### config.mk
export PLATFORM = sky130hd
export DESIGN_NAME = board_id_decoder
export DESIGN_NICKNAME = d
export VERILOG_FILES = /design/src/rtl/board_id_decoder.sv
export SDC_FILE = /design/constraint.sdc
export NUM_CORES = 1
export LEC_CHECK = 0
export BUFFER_PORTS_ARGS = -buffer_cell sky130_fd_sc_hd__clkbuf_2
export CAP_MARGIN = 30
export CORE_MARGIN = 10
export CORE_UTILIZATION = 45
export CTS_CLUSTER_SIZE = 30
export DETAILED_ROUTE_END_ITERATION = 10
export PLACE_DENSITY = 0.62
export SLEW_MARGIN = 20
export SYNTH_ARGS = -nofsm -noshare
export SYNTH_HDL_FRONTEND = slang
export SYNTH_SLANG_ARGS = --single-unit
### constraint.sdc
create_clock -name clk -period 8.88 [get_ports clk]
set_clock_uncertainty 0.15 [all_clocks]
set_input_delay 0.444 -clock clk [delete_from_list [all_inputs] [get_ports clk]]
set_output_delay 0.444 -clock clk [all_outputs]
set_load 0.05 [all_outputs]
### src/rtl/board_id_decoder.sv
module board_id_decoder #(
  parameter int          AW        = 16,
  parameter logic [15:0] GUARD     = 16'hFAFA,
  parameter logic [15:0] HDR0_ADDR = 16'h0008,
  parameter logic [15:0] HDR1_ADDR = 16'h0009,
  parameter int          LEG_CHARS = 10
) (
  input  logic          clk,
  input  logic          rst_n,
  input  logic          start,
  input  logic [15:0]   size_limit,
  output logic          busy,
  output logic          done,
  output logic [1:0]    err_code,
  output logic          mem_req,
  output logic [AW-1:0] mem_addr,
  input  logic          mem_ack,
  input  logic [15:0]   mem_rdata,
  input  logic          mem_err,
  output logic          out_valid,
  output logic [7:0]    out_data,
  output logic          out_last,
  input  logic          out_ready
);
  localparam logic [15:0] LEG_ROOM = 16'(LEG_CHARS + 1);
  localparam int          IW       = $clog2(LEG_CHARS);
  localparam logic [1:0]  E_OK = 2'd0, E_RD = 2'd1, E_LEN = 2'd2, E_ROOM = 2'd3;

  typedef enum logic [3:0] {
    S_IDLE, S_HDR0, S_HDR1, S_LEN, S_WORD, S_HI, S_LO, S_LEG, S_FIN
  } st_t;

  st_t           st;
  logic [15:0]   hdr0, hdr1, word, remain, lim;
  logic [AW-1:0] addr;
  logic [IW-1:0] idx;
  logic [3:0]    nib;
  logic [7:0]    leg_ch;
  logic          rd_ok, rd_bad;
  logic [17:0]   need_x2, have_p1;

  function automatic logic [7:0] to_hex(input logic [3:0] n);
    return (n < 4'd10) ? (8'h30 + {4'h0, n}) : (8'h37 + {4'h0, n});
  endfunction

  assign busy      = (st != S_IDLE);
  assign done      = (st == S_FIN);
  assign mem_req   = (st == S_HDR0) || (st == S_HDR1) || (st == S_LEN) || (st == S_WORD);
  assign mem_addr  = addr;
  assign rd_ok     = mem_req && mem_ack && !mem_err;
  assign rd_bad    = mem_req && mem_ack && mem_err;
  assign need_x2   = {1'b0, mem_rdata, 1'b0};
  assign have_p1   = {2'b00, lim} + 18'd1;

  always_comb begin
    case (idx)
      IW'(0):  nib = hdr0[15:12];
      IW'(1):  nib = hdr0[11:8];
      IW'(2):  nib = hdr0[7:4];
      IW'(3):  nib = hdr0[3:0];
      IW'(4):  nib = hdr1[15:12];
      IW'(5):  nib = hdr1[11:8];
      IW'(8):  nib = hdr1[7:4];
      IW'(9):  nib = hdr1[3:0];
      default: nib = 4'h0;
    endcase
  end

  assign leg_ch    = (idx == IW'(6)) ? 8'h2D : to_hex(nib);
  assign out_valid = (st == S_HI) || (st == S_LO) || (st == S_LEG);
  assign out_data  = (st == S_HI) ? word[15:8] : (st == S_LO) ? word[7:0] : leg_ch;
  assign out_last  = ((st == S_LO) && (remain == 16'd1)) ||
                     ((st == S_LEG) && (idx == IW'(LEG_CHARS - 1)));

  always_ff @(posedge clk or negedge rst_n) begin
    if (!rst_n) begin
      st       <= S_IDLE;
      hdr0     <= '0;
      hdr1     <= '0;
      word     <= '0;
      remain   <= '0;
      lim      <= '0;
      addr     <= '0;
      idx      <= '0;
      err_code <= E_OK;
    end else begin
      case (st)
        S_IDLE: if (start) begin
          st       <= S_HDR0;
          addr     <= AW'(HDR0_ADDR);
          lim      <= size_limit;
          err_code <= E_OK;
        end
        S_HDR0: if (rd_bad) begin
          err_code <= E_RD; st <= S_FIN;
        end else if (rd_ok) begin
          hdr0 <= mem_rdata;
          addr <= AW'(HDR1_ADDR);
          st   <= S_HDR1;
        end
        S_HDR1: if (rd_bad) begin
          err_code <= E_RD; st <= S_FIN;
        end else if (rd_ok) begin
          hdr1 <= mem_rdata;
          idx  <= '0;
          if (hdr0 != GUARD) begin
            if (lim < LEG_ROOM) begin
              err_code <= E_ROOM; st <= S_FIN;
            end else st <= S_LEG;
          end else begin
            addr <= mem_rdata[AW-1:0];
            st   <= S_LEN;
          end
        end
        S_LEN: if (rd_bad) begin
          err_code <= E_RD; st <= S_FIN;
        end else if (rd_ok) begin
          if (mem_rdata == 16'h0000 || mem_rdata == 16'hFFFF) begin
            err_code <= E_LEN; st <= S_FIN;
          end else if (have_p1 < need_x2) begin
            err_code <= E_ROOM; st <= S_FIN;
          end else if (mem_rdata == 16'd1) begin
            st <= S_FIN;
          end else begin
            remain <= mem_rdata - 16'd1;
            addr   <= addr + AW'(1);
            st     <= S_WORD;
          end
        end
        S_WORD: if (rd_bad) begin
          err_code <= E_RD; st <= S_FIN;
        end else if (rd_ok) begin
          word <= mem_rdata;
          st   <= S_HI;
        end
        S_HI: if (out_ready) st <= S_LO;
        S_LO: if (out_ready) begin
          remain <= remain - 16'd1;
          addr   <= addr + AW'(1);
          st     <= (remain == 16'd1) ? S_FIN : S_WORD;
        end
        S_LEG: if (out_ready) begin
          idx <= idx + IW'(1);
          if (idx == IW'(LEG_CHARS - 1)) st <= S_FIN;
        end
        S_FIN: st <= S_IDLE;
        default: st <= S_IDLE;
      endcase
    end
  end
endmodule

==> out/metrics.yaml, run 1 <==
grt:
  global_route_wire_length_before_repair_mm: 33.6
  track_usage_pct: 20.7
  number_of_antenna_violations_at_the_first_check_in_global_routing: 0
  grt_overflow: 0
  grt_pass1_vias: 6142
  grt_start_max_net_pins: 55
critical_path:
  timing.critical_path.arrival_ns: 4.04
  critical-path-top-delay-family: "simple AND/OR/NAND/NOR gates"
  worstSetupPathType: "flip-flop to flip-flop"
  path_cells: "ha_1, nand3_1, nor2_1, nand2_1, xnor2_1, ha_1, a21oi_1, nor2_1, a211oi_1, o211a_1, or3_1, mux2_4"
  count_of_buffering_cells_on_the_critical_path_with_inverters_included: 0
  slowest_stage: "or3_1"
  worst_r2r_endpoint: "mem_addr[1]"
  rr_worst_depth: 12
  rr_startpoint: "lim[0]"
  setup.worst_path.end_class: "flip-flop"
  critPathMaxFanout: 16
  setup.reg_to_reg.worst_slack_ns: 4.94
  cpPeakStageDelay_ns: 0.60
  worstPathRequired_ns: 8.98
  timing.critical_path.from_type: "flip-flop"
min_path:
  timing.hold.worst_endpoint: "lim[12]"
  worstHoldPathType: "primary input to flip-flop"
  worst_hold_stages: 2
  worstHoldStart: "size_limit[12]"
logic_synthesis:
  yosys-top-cells-count: "dfrtp_1, nand2_1, o21ai_0, nor2_1, nand3_1"
  ys_warn_count: 0
  yosys.cell_types.count: 73
  synthesis.nets: 851
  post_synth_inst_count: 786
  synth_async_sr_flop_share_pct: 100
  yosys.area.top_type: "dfrtp_1"
  post_synth_main_area_contributors: "dfrtp_1, o21ai_0, nand2_1"
  cell_with_the_most_instances_after_synthesis: "dfrtp_1"
  synth.avg_cell_area_sq_um: 8.71
  synth-main-ff-cell: "dfrtp_1"
  flops_latches_synth: 106
  post_synthesis_sequential_area_ratio_pct: 38.7
  synth_edf_count: 0
  synth_top_area_share_pct: 38.7
  synth_area_sq_mm: 0.00685
clocking:
  cts.htree.levels: 3
  clock_buffers_created_by_tritoncts: 9
  clk-insertion-delay-late_ns: 0.36
  clk_root_buffer_cell: "clkbuf_16"
  tritoncts: "yes"
  clk_pin_slew_worst_paths_ns: 0.07
  cts.repair_timing.setup_buffer_count: 0
  clock_sinks: 106
  cts.path.max_buffers: 2
routing:
  detailroute.via_count: 6307
  dr.first_iter.drc_count: 619
  ant_nets: 0
  residual_drc_count: 0
  wl_per_cell_um: 20.4
  detail_route.first_pass.iterations: 5
  viasPerCell: 6.14
  total_wirelength_of_the_detailed_routed_design_mm: 20.9
die:
  fp-row-count: 45
  die_boundary_height_um: 143
  chipWidth_um: 143
  floorplan.initialDensity_pct: 45.5
  pin_count: 69
  placeableCoreArea_sq_mm: 0.0150
  floorplan.die_area_sq_mm: 0.0205
sta:
  max_freq_mhz: 254
  setup_viol: 0
  slew-limit-headroom_pct: 41.4
  period_minus_slack_ns: 3.94
  report.final.hold_viol_count: 0
  setup_total_negative_slack_ns: 0
  worstMarginPinSlew_ns: 0.875
  timing.final.max_slew_violations: 0
  period_share_pct: 44.4
  grt_setup_unrepaired: "false"
place:
  detailed_place_hpwl_mm: 14.9
  port-buffer-count: 68
  place.gp.congestion: 0.968
power:
  power_density_mw_per_mm2: 363
  leak_pwr_nw: 3.34
  power.ir.vdd_worst_v: 0.000228
finish:
  drive_gt1_share_pct: 15.3
  flow.area_growth_from_synthesis_pct: 12.0
  n_fill_cell: 1424
  num_antenna_cells: 0
  fraction_of_the_core_area_covered_by_cells_at_the_end_of_the_flow_pct: 51.0
  nets: 899
flow_run:
  maximum_capacitance_violations: 0
run_status:
  outcome: "finished clean"
==> flip-flops by register name, indices dropped and copies added, names as in the netlist <==
name / cells
hdr0: 16
hdr1: 16
lim: 16
mem_addr: 16
remain: 16
word: 16
idx: 4
st: 4
err_code: 2
==> logic make-up (layout without fill, tap and decap cells) <==
group,Yosys count,count (layout),synth area share (%)
AND/OR/NAND/NOR,295,295,22.0
buffers and inverters,72,125,4.53
XOR/XNOR,29,29,3.71
adder cells (fa/ha/maj),27,27,4.94
multiplexers,27,27,4.39
AO/OA/AOI/OAI,230,230,21.7
flip-flops,106,106,38.7
==> how the worst max path moves through the flow <==
stage	from	to	slack, ns	depth (start not counted)
CTS	lim[2]	mem_addr[1]	4.93	11
global placement	lim[2]	mem_addr[1]	5.05	11
detailed placement	lim[2]	mem_addr[1]	4.96	11
finish	lim[0]	mem_addr[1]	4.94	12
global route	lim[1]	mem_addr[1]	4.62	12
floorplan	idx[1]	out_data[6]	5.27	10
==> placed cells by master, fill, tap and decap left out, types with 7 or more instances in the layout <==
cell type,instances
o31ai_1,7
a22oi_1,20
a21oi_1,30
xnor2_1,24
nand4_1,17
nand2_1,96
and3_1,11
mux2_2,20
o21ai_0,90
inv_1,33
ha_1,27
nand3_1,36
nor2_1,54
and2_1,7
o21ai_1,7
clkbuf_2,67
nor3_1,9
o41ai_1,10
nor4_1,14
dfrtp_1,106
clkbuf_16,9
==> routing by layer <==
metal | part of all wire [%] | vias up | GRT usage, %
met2 | 44 | 263 | 30.5
met5 | 0 | - | 0
li1 | - | 2989 | -
met3 | 7.5 | 27 | 4.13
met1 | 46 | 3028 | 29.7
met4 | 2.2 | 0 | 6.88
==> through the flow <==
stage | std cells | power, mW | hold WS [ns] | setup WS [ns] | area (sq um)
finish | 1027 | 2.79 | 0.162 | 4.94 | 7670
global route | 1027 | 2.99 | 0.151 | 4.62 | 7670
CTS | 1025 | 2.78 | 0.152 | 4.93 | 7640
detailed placement | 1008 | 2.32 | 0.320 | 4.96 | 7290
global placement | 1006 | 2.27 | 0.313 | 5.05 | 7270
floorplan | 786 | 1.96 | -0.00159 | 5.27 | 6850
==> area by class of cell <==
class / instances / area, sq um / area share [%]
Clock buffer: 10 / 239 / 3.12
Timing Repair Buffer: 76 / 428 / 5.58
Inverter: 33 / 124 / 1.62
Tap cell: 188 / 235 / 3.07
Multi-Input combinational cell: 608 / 3890 / 50.8
Clock inverter: 6 / 96.3 / 1.26
Sequential cell: 106 / 2650 / 34.6
==> power breakdown <==
part / switching [mW] / internal, mW / leakage (nW)
registers: 0.255 / 0.694 / 1.35
clock network: 0.194 / 0.259 / 0.161
logic: 0.903 / 0.480 / 1.83
==> repair_timing <==
action,in CTS,in global routing
gates resized for setup,0,0
hold buffers,1,0
endpoints found under the setup margin,0,0
hold endpoints to repair,5,0
(Power assumes the default switching activity.)
==> run 2: changes to the inputs <==
--- a/config.mk
+++ b/config.mk
@@ -5,13 +5,14 @@
 export SDC_FILE = /design/constraint.sdc
 export NUM_CORES = 1
 export LEC_CHECK = 0
+export ABC_AREA = 1
 export BUFFER_PORTS_ARGS = -buffer_cell sky130_fd_sc_hd__clkbuf_2
 export CAP_MARGIN = 30
 export CORE_MARGIN = 10
 export CORE_UTILIZATION = 45
 export CTS_CLUSTER_SIZE = 30
 export DETAILED_ROUTE_END_ITERATION = 10
-export PLACE_DENSITY = 0.62
+export PLACE_DENSITY = 0.61
 export SLEW_MARGIN = 20
 export SYNTH_ARGS = -nofsm -noshare
 export SYNTH_HDL_FRONTEND = slang
==> constraint.sdc (replaced) <==
create_clock -name clk -period 3.9 [get_ports clk]
set_clock_uncertainty 0.15 [all_clocks]
set_input_delay 0.195 -clock clk [delete_from_list [all_inputs] [get_ports clk]]
set_output_delay 0.195 -clock clk [all_outputs]
set_load 0.05 [all_outputs]
==> out/metrics.yaml, run 2 <==
routing:
  ant_nets: 0
  detail_route.first_pass.iterations: 6
  detailroute.via_count: 7024
  total_wirelength_of_the_detailed_routed_design_mm: 21.6
  dr.first_iter.drc_count: 599
  wl_per_cell_um: 16.3
  residual_drc_count: 0
  viasPerCell: 5.29
grt:
  gr-usage-met2_pct: 31.8
  grt_start_max_net_pins: 60
  track_usage_pct: 20.3
  grt_pass1_vias: 6680
  grt_overflow: 0
  number_of_antenna_violations_at_the_first_check_in_global_routing: 0
  grt_busiest_layer: "met2"
  grt_util_met1_pct: 27.3
  gr-usage-met3_pct: 5.28
  global_route_wire_length_before_repair_mm: 35.2
clocking:
  clock_buffers_created_by_tritoncts: 9
  cts.htree.levels: 3
  clk-insertion-delay-late_ns: 0.37
  clock_sinks: 106
  clk_root_buffer_cell: "clkbuf_16"
  tritoncts: "yes"
  clk_pin_slew_worst_paths_ns: 0.07
  cts.repair_timing.setup_buffer_count: 0
  cts.path.max_buffers: 2
finish:
  num_antenna_cells: 0
  most_frequent_standard_cell_in_the_layout_excluding_fill_and_tap_cells: "nand2_1"
  drive_gt1_share_pct: 12.3
  leading_cell_types_in_the_layout_fill_and_taps_excluded: "nand2_1, inv_1, dfrtp_1"
  flow.area_growth_from_synthesis_pct: 15.6
  nets: 1171
power:
  leak_pwr_nw: 4.17
  power.ir.vdd_worst_v: 0.000651
  power_density_mw_per_mm2: 786
die:
  fp-row-count: 46
  placeableCoreArea_sq_mm: 0.0157
  pin_count: 69
  floorplan.die_area_sq_mm: 0.0213
  chipWidth_um: 146
  floorplan.initialDensity_pct: 45.5
  die_boundary_height_um: 146
place:
  post-place-ws_ns: 0.441
  detailed_place_hpwl_mm: 15.9
  port-buffer-count: 68
  place.gp.congestion: 0.905
logic_synthesis:
  synth.area.mux_share_pct: 0.770
  synth_top_area_share_pct: 37.1
  yosys-top-cells-count: "nand2_1, inv_1, dfrtp_1, nor2_1, o21ai_0"
  post_synthesis_sequential_area_ratio_pct: 37.1
  synth-compound-area-share_pct: 13.4
  synth-main-ff-cell: "dfrtp_1"
  synth_async_sr_flop_share_pct: 100
  yosys.area.top_type: "dfrtp_1"
  post_synthesis_xor_xnor_area_fraction_pct: 2.70
  post_synth_inst_count: 1019
  synth_edf_count: 0
  cell_with_the_most_instances_after_synthesis: "nand2_1"
  synth_area_sq_mm: 0.00715
  synthesis.nets: 1084
  ys_warn_count: 0
  flops_latches_synth: 106
  synth-simple-area-share_pct: 33.3
  synth_top_family_by_area: "simple AND/OR/NAND/NOR gates"
  post_synth_main_area_contributors: "dfrtp_1, nand2_1, o21ai_0"
  yosys.cell_types.count: 44
  synth-adder-area-share_pct: 4.73
  synth.avg_cell_area_sq_um: 7.02
sta:
  setup_total_negative_slack_ns: 0
  period_share_pct: 89.1
  postLayoutSetupSlackWorst_ns: 0.423
  worstMarginPinSlew_ns: 0.771
  timing.final.max_slew_violations: 0
  report.final.hold_viol_count: 0
  slew-limit-headroom_pct: 48.6
  grt_setup_unrepaired: "false"
  period_minus_slack_ns: 3.48
  setup_viol: 0
  max_freq_mhz: 288
min_path:
  worstHoldPathType: "primary input to flip-flop"
  worstHoldStart: "mem_rdata[10]"
critical_path:
  rr_startpoint: "lim[0]"
  worstSetupPathType: "flip-flop to flip-flop"
  setup.worst_path.end_class: "flip-flop"
  count_of_buffering_cells_on_the_critical_path_with_inverters_included: 3
  worstPathRequired_ns: 4.00
  critical-path-top-delay-family: "simple AND/OR/NAND/NOR gates"
  cpPeakStageDelay_ns: 0.38
  timing.critical_path.arrival_ns: 3.58
  worstSetupStartpoint: "lim[0]"
  critPathMaxFanout: 16
  slowest_stage: "dfrtp_1"
  timing.critical_path.from_type: "flip-flop"
  most_repeated_library_cell_on_the_critical_path: "nand2_1"
  path_cells: "ha_1, nand2_1, inv_1, nand2_1, nor4_1, nand2_1, nor2_1, nand3_1, xor2_1, inv_1, ha_1, nand3_1, nor3_1, nand2_1, nand2_1, nand2_1, nand2_1, buf_4, nand3_4, nand2_1, nand2_1"
flow_run:
  maximum_capacitance_violations: 0
run_status:
  outcome: "finished clean"
-- run 2: changes by cell type after synthesis, moves of 11 or more --
cell / previous run / this run
nand2_1: 96 / 301
inv_1: 33 / 108
nor2_1: 55 / 101
nand4_1: 17 / 45
xnor2_1: 24 / 3
a22oi_1: 20 / 0
nand3_1: 36 / 55
mux2_2: 20 / 4
xor2_1: 5 / 19
nor4_1: 14 / 2
and3_1: 11 / 0
-- run 2: worst min-delay path, stage by stage --
cell and delay [ns]:
clkbuf_2 0.19, nand2_1 0.07, o21ai_0 0.06
-- run 2: final timing paths --
kind	endpoint	slack (ns)	cells past startpoint
max	mem_addr[9]	0.42	21
min	hdr0[10]	0.05	3
max reg2reg	mem_addr[9]	0.42	21
min reg2reg	word[5]	0.33	2
max in group asynchronous	word[1]	2.44	3
min in group asynchronous	hdr0[4]	0.30	2
-- run 2: layout make-up --
cell class,instances,area (sq um)
Fill cell,1604,7450
Multi-Input combinational cell,771,3930
Sequential cell,106,2650
Timing Repair Buffer,103,667
Inverter,115,432
Tap cell,216,270
Clock buffer,10,239
Clock inverter,6,80.1
-- run 2: kinds of logic after synthesis --
| kind of cell | after synthesis |
|---|---|
| mux | 5 |
| buf+inv | 142 |
| flops | 106 |
| compound gates | 170 |
| simple gates | 547 |
| fa+ha+maj | 27 |
| xor+xnor | 22 |
-- run 2: report_power, final --
part           internal [mW]  total [mW]  switching (mW)  leakage (nW)
clock network          0.576        1.01           0.434         0.162
logic                   1.09        3.55            2.46          2.68
registers               1.55        1.94           0.388          1.33
total                   3.22        6.50            3.28          4.17
-- run 2: metrics by stage --
stage                     total power, mW  instances  hold WS (ns)  cell area, sq um  utilization, %
after floorplan                      4.65       1019        -0.251              7150               -
after global placement               5.45       1289         0.174              7720            49.1
after detailed placement             5.47       1290         0.175              7730            49.2
after CTS                            6.51       1326        0.0401              8250            52.5
after global routing                 7.07       1327        0.0545              8270            52.6
final                                6.50       1327        0.0464              8270            52.6
-- run 2: per-layer routing --
metal	up-vias	part of all wire, %
met3	26	6.2
met2	213	45
met1	3261	47
li1	3524	-
met4	0	1.8
met5	-	0
-- run 2: timing repair --
action / in CTS / in global routing
gates resized for setup: 0 / 0
hold endpoints to repair: 77 / 0
endpoints found under the setup margin: 0 / 0
hold buffers: 20 / 0
==> run 3: changes to the inputs <==
--- a/config.mk
+++ b/config.mk
@@ -9,10 +9,10 @@
 export BUFFER_PORTS_ARGS = -buffer_cell sky130_fd_sc_hd__clkbuf_2
 export CAP_MARGIN = 30
 export CORE_MARGIN = 10
-export CORE_UTILIZATION = 45
+export CORE_UTILIZATION = 54
 export CTS_CLUSTER_SIZE = 30
 export DETAILED_ROUTE_END_ITERATION = 10
-export PLACE_DENSITY = 0.61
+export PLACE_DENSITY = 0.72
 export SLEW_MARGIN = 20
 export SYNTH_ARGS = -nofsm -noshare
 export SYNTH_HDL_FRONTEND = slang
==> out/metrics.yaml, run 3 (synthesis gave the netlist of run 2 again) <==
critical_path:
  timing.critical_path.arrival_ns: 3.55
  timing.critical_path.from_type: "flip-flop"
  most_repeated_library_cell_on_the_critical_path: "nand2_1"
  path_cells: "nand3_1, nor2_1, inv_1, nor3_1, nand3_1, nor2_1, nand4_1, xor2_1, ha_1, nand2_1, inv_1, nand3_1, inv_1, a21oi_1, nand2_1, nand2_1, nand2_1, nand2_1, buf_6, nand2_1, o21ai_1"
  cpPeakStageDelay_ns: 0.41
  critPathMaxFanout: 29
  worstSetupPathType: "flip-flop to flip-flop"
  worstPathRequired_ns: 4.04
  slowest_stage: "dfrtp_1"
  setup.worst_path.end_class: "flip-flop"
finish:
  multi_input_area_sq_mm: 0.00393
  nets: 1170
  post-route-cell-area_sq_mm: 0.00821
  leading_cell_types_in_the_layout_fill_and_taps_excluded: "nand2_1, inv_1, dfrtp_1"
  flow.area_growth_from_synthesis_pct: 14.8
  n_fill_cell: 1157
  drive_gt1_share_pct: 12.3
  num_antenna_cells: 0
  most_frequent_standard_cell_in_the_layout_excluding_fill_and_tap_cells: "nand2_1"
  seqCellArea_sq_mm: 0.00265
grt:
  grt_start_max_net_pins: 71
  track_usage_pct: 23.3
  grt_overflow: 0
  grt_pass1_vias: 6526
  global_route_wire_length_before_repair_mm: 34.2
  number_of_antenna_violations_at_the_first_check_in_global_routing: 1
clocking:
  clock_buffers_created_by_tritoncts: 9
  tritoncts: "yes"
  clk-insertion-delay-late_ns: 0.37
  clk_pin_slew_worst_paths_ns: 0.07
  clk_root_buffer_cell: "clkbuf_16"
  clock_sinks: 106
  cts.repair_timing.setup_buffer_count: 0
  cts.htree.levels: 3
  cts.path.max_buffers: 2
die:
  pin_count: 69
  fp-row-count: 41
  placeableCoreArea_sq_mm: 0.0128
  floorplan.die_area_sq_mm: 0.0182
  die_boundary_height_um: 135
  floorplan.initialDensity_pct: 56.0
  chipWidth_um: 135
place:
  post-place-ws_ns: 0.378
  port-buffer-count: 68
  placement.cell_area_sq_mm: 0.00767
  place.gp.congestion: 0.942
  detailed_place_hpwl_mm: 15.2
sta:
  postLayoutSetupSlackWorst_ns: 0.491
  period_share_pct: 87.4
  setup_total_negative_slack_ns: 0
  max_freq_mhz: 293
  grt_setup_unrepaired: "false"
  worstMarginPinSlew_ns: 0.878
  setup_viol: 0
  slew-limit-headroom_pct: 41.3
  timing.final.max_slew_violations: 0
  report.final.hold_viol_count: 0
  period_minus_slack_ns: 3.41
run_status:
  outcome: "finished clean"
flow_run:
  maximum_capacitance_violations: 0
routing:
  dr.first_iter.drc_count: 732
  detailroute.via_count: 7059
  viasPerCell: 5.51
  residual_drc_count: 0
  detail_route.first_pass.iterations: 5
  ant_nets: 0
  wl_per_cell_um: 16.5
  total_wirelength_of_the_detailed_routed_design_mm: 21.1
power:
  power_density_mw_per_mm2: 792
  leak_pwr_nw: 4.15
  seq_power_share_pct: 30.0
  p_comb_share_pct: 55.1
  clockPowerShare_pct: 15.0
  power.internal_mw: 3.17
  switching_share_pct: 51.2
  switching_power_mw: 3.33
  power.ir.vdd_worst_v: 0.000458
min_path:
  worstHoldPathType: "primary input to flip-flop"
## run 3: power by group through the flow
stage	clock [mW]	sequential (mW)	combinational, mW
floorplan	0	1.99	2.66
global placement	0	1.94	3.48
detailed placement	0	1.95	3.53
CTS	0.986	1.94	3.56
global route	1.03	2.01	4.01
finish	0.972	1.95	3.58
## run 3: layout make-up
type	instances	share of cell area [%]
multi-input cells	771	47.9
flip-flops and latches	106	32.3
repair buffers	102	8.09
inverters	115	5.26
clock buffers	10	2.91
well taps	172	2.62
clock inverters	6	0.884
## run 3: timing repair
action,CTS,global route
endpoints found under the setup margin,0,17
endpoints found under the hold margin,88,0
hold buffers,20,0
gates resized for setup,0,2
## run 3: per-stage QoR
| stage | power, mW | hold WS (ns) | std cells | util [%] |
|---|---|---|---|---|
| after floorplan | 4.65 | -0.251 | 1019 | - |
| after global placement | 5.42 | 0.230 | 1245 | 60.0 |
| after detailed placement | 5.48 | 0.233 | 1245 | 60.0 |
| after CTS | 6.48 | 0.0627 | 1281 | 64.0 |
| after global routing | 7.06 | 0.0628 | 1282 | 64.3 |
| final | 6.50 | 0.0469 | 1282 | 64.3 |
## run 3: path summary, 6_finish.rpt
| check | from | slack [ns] | depth (start not counted) | to |
|---|---|---|---|---|
| max in group asynchronous | rst_n | 2.56 | 4 | word[12] |
| hold reg to reg | err_code[1] | 0.33 | 2 | err_code[1] |
| setup reg to reg | lim[2] | 0.49 | 21 | remain[12] |
| setup / recovery | lim[2] | 0.49 | 21 | remain[12] |
| min in group asynchronous | rst_n | 0.13 | 2 | lim[4] |
| hold / removal | mem_rdata[10] | 0.05 | 3 | hdr0[10] |
## run 3: worst max-delay path, delay by kind of cell (launching register included)
| family | cells | cell delay, ns |
|---|---|---|
| adders and majority gates | 1 | 0.27 |
| and+or+nand+nor | 13 | 1.70 |
| buffers and inverters | 4 | 0.39 |
| AOI/OAI and AO/OA | 2 | 0.23 |
| xor gates and xnor gates | 1 | 0.16 |
| DFF | 1 | 0.41 |
## run 3: routing by layer
layer	GRT usage [%]	share of wire (%)
met1	31.3	45
met2	35.7	44
met3	6.86	9.1
met4	6.70	1.9
met5	0	0
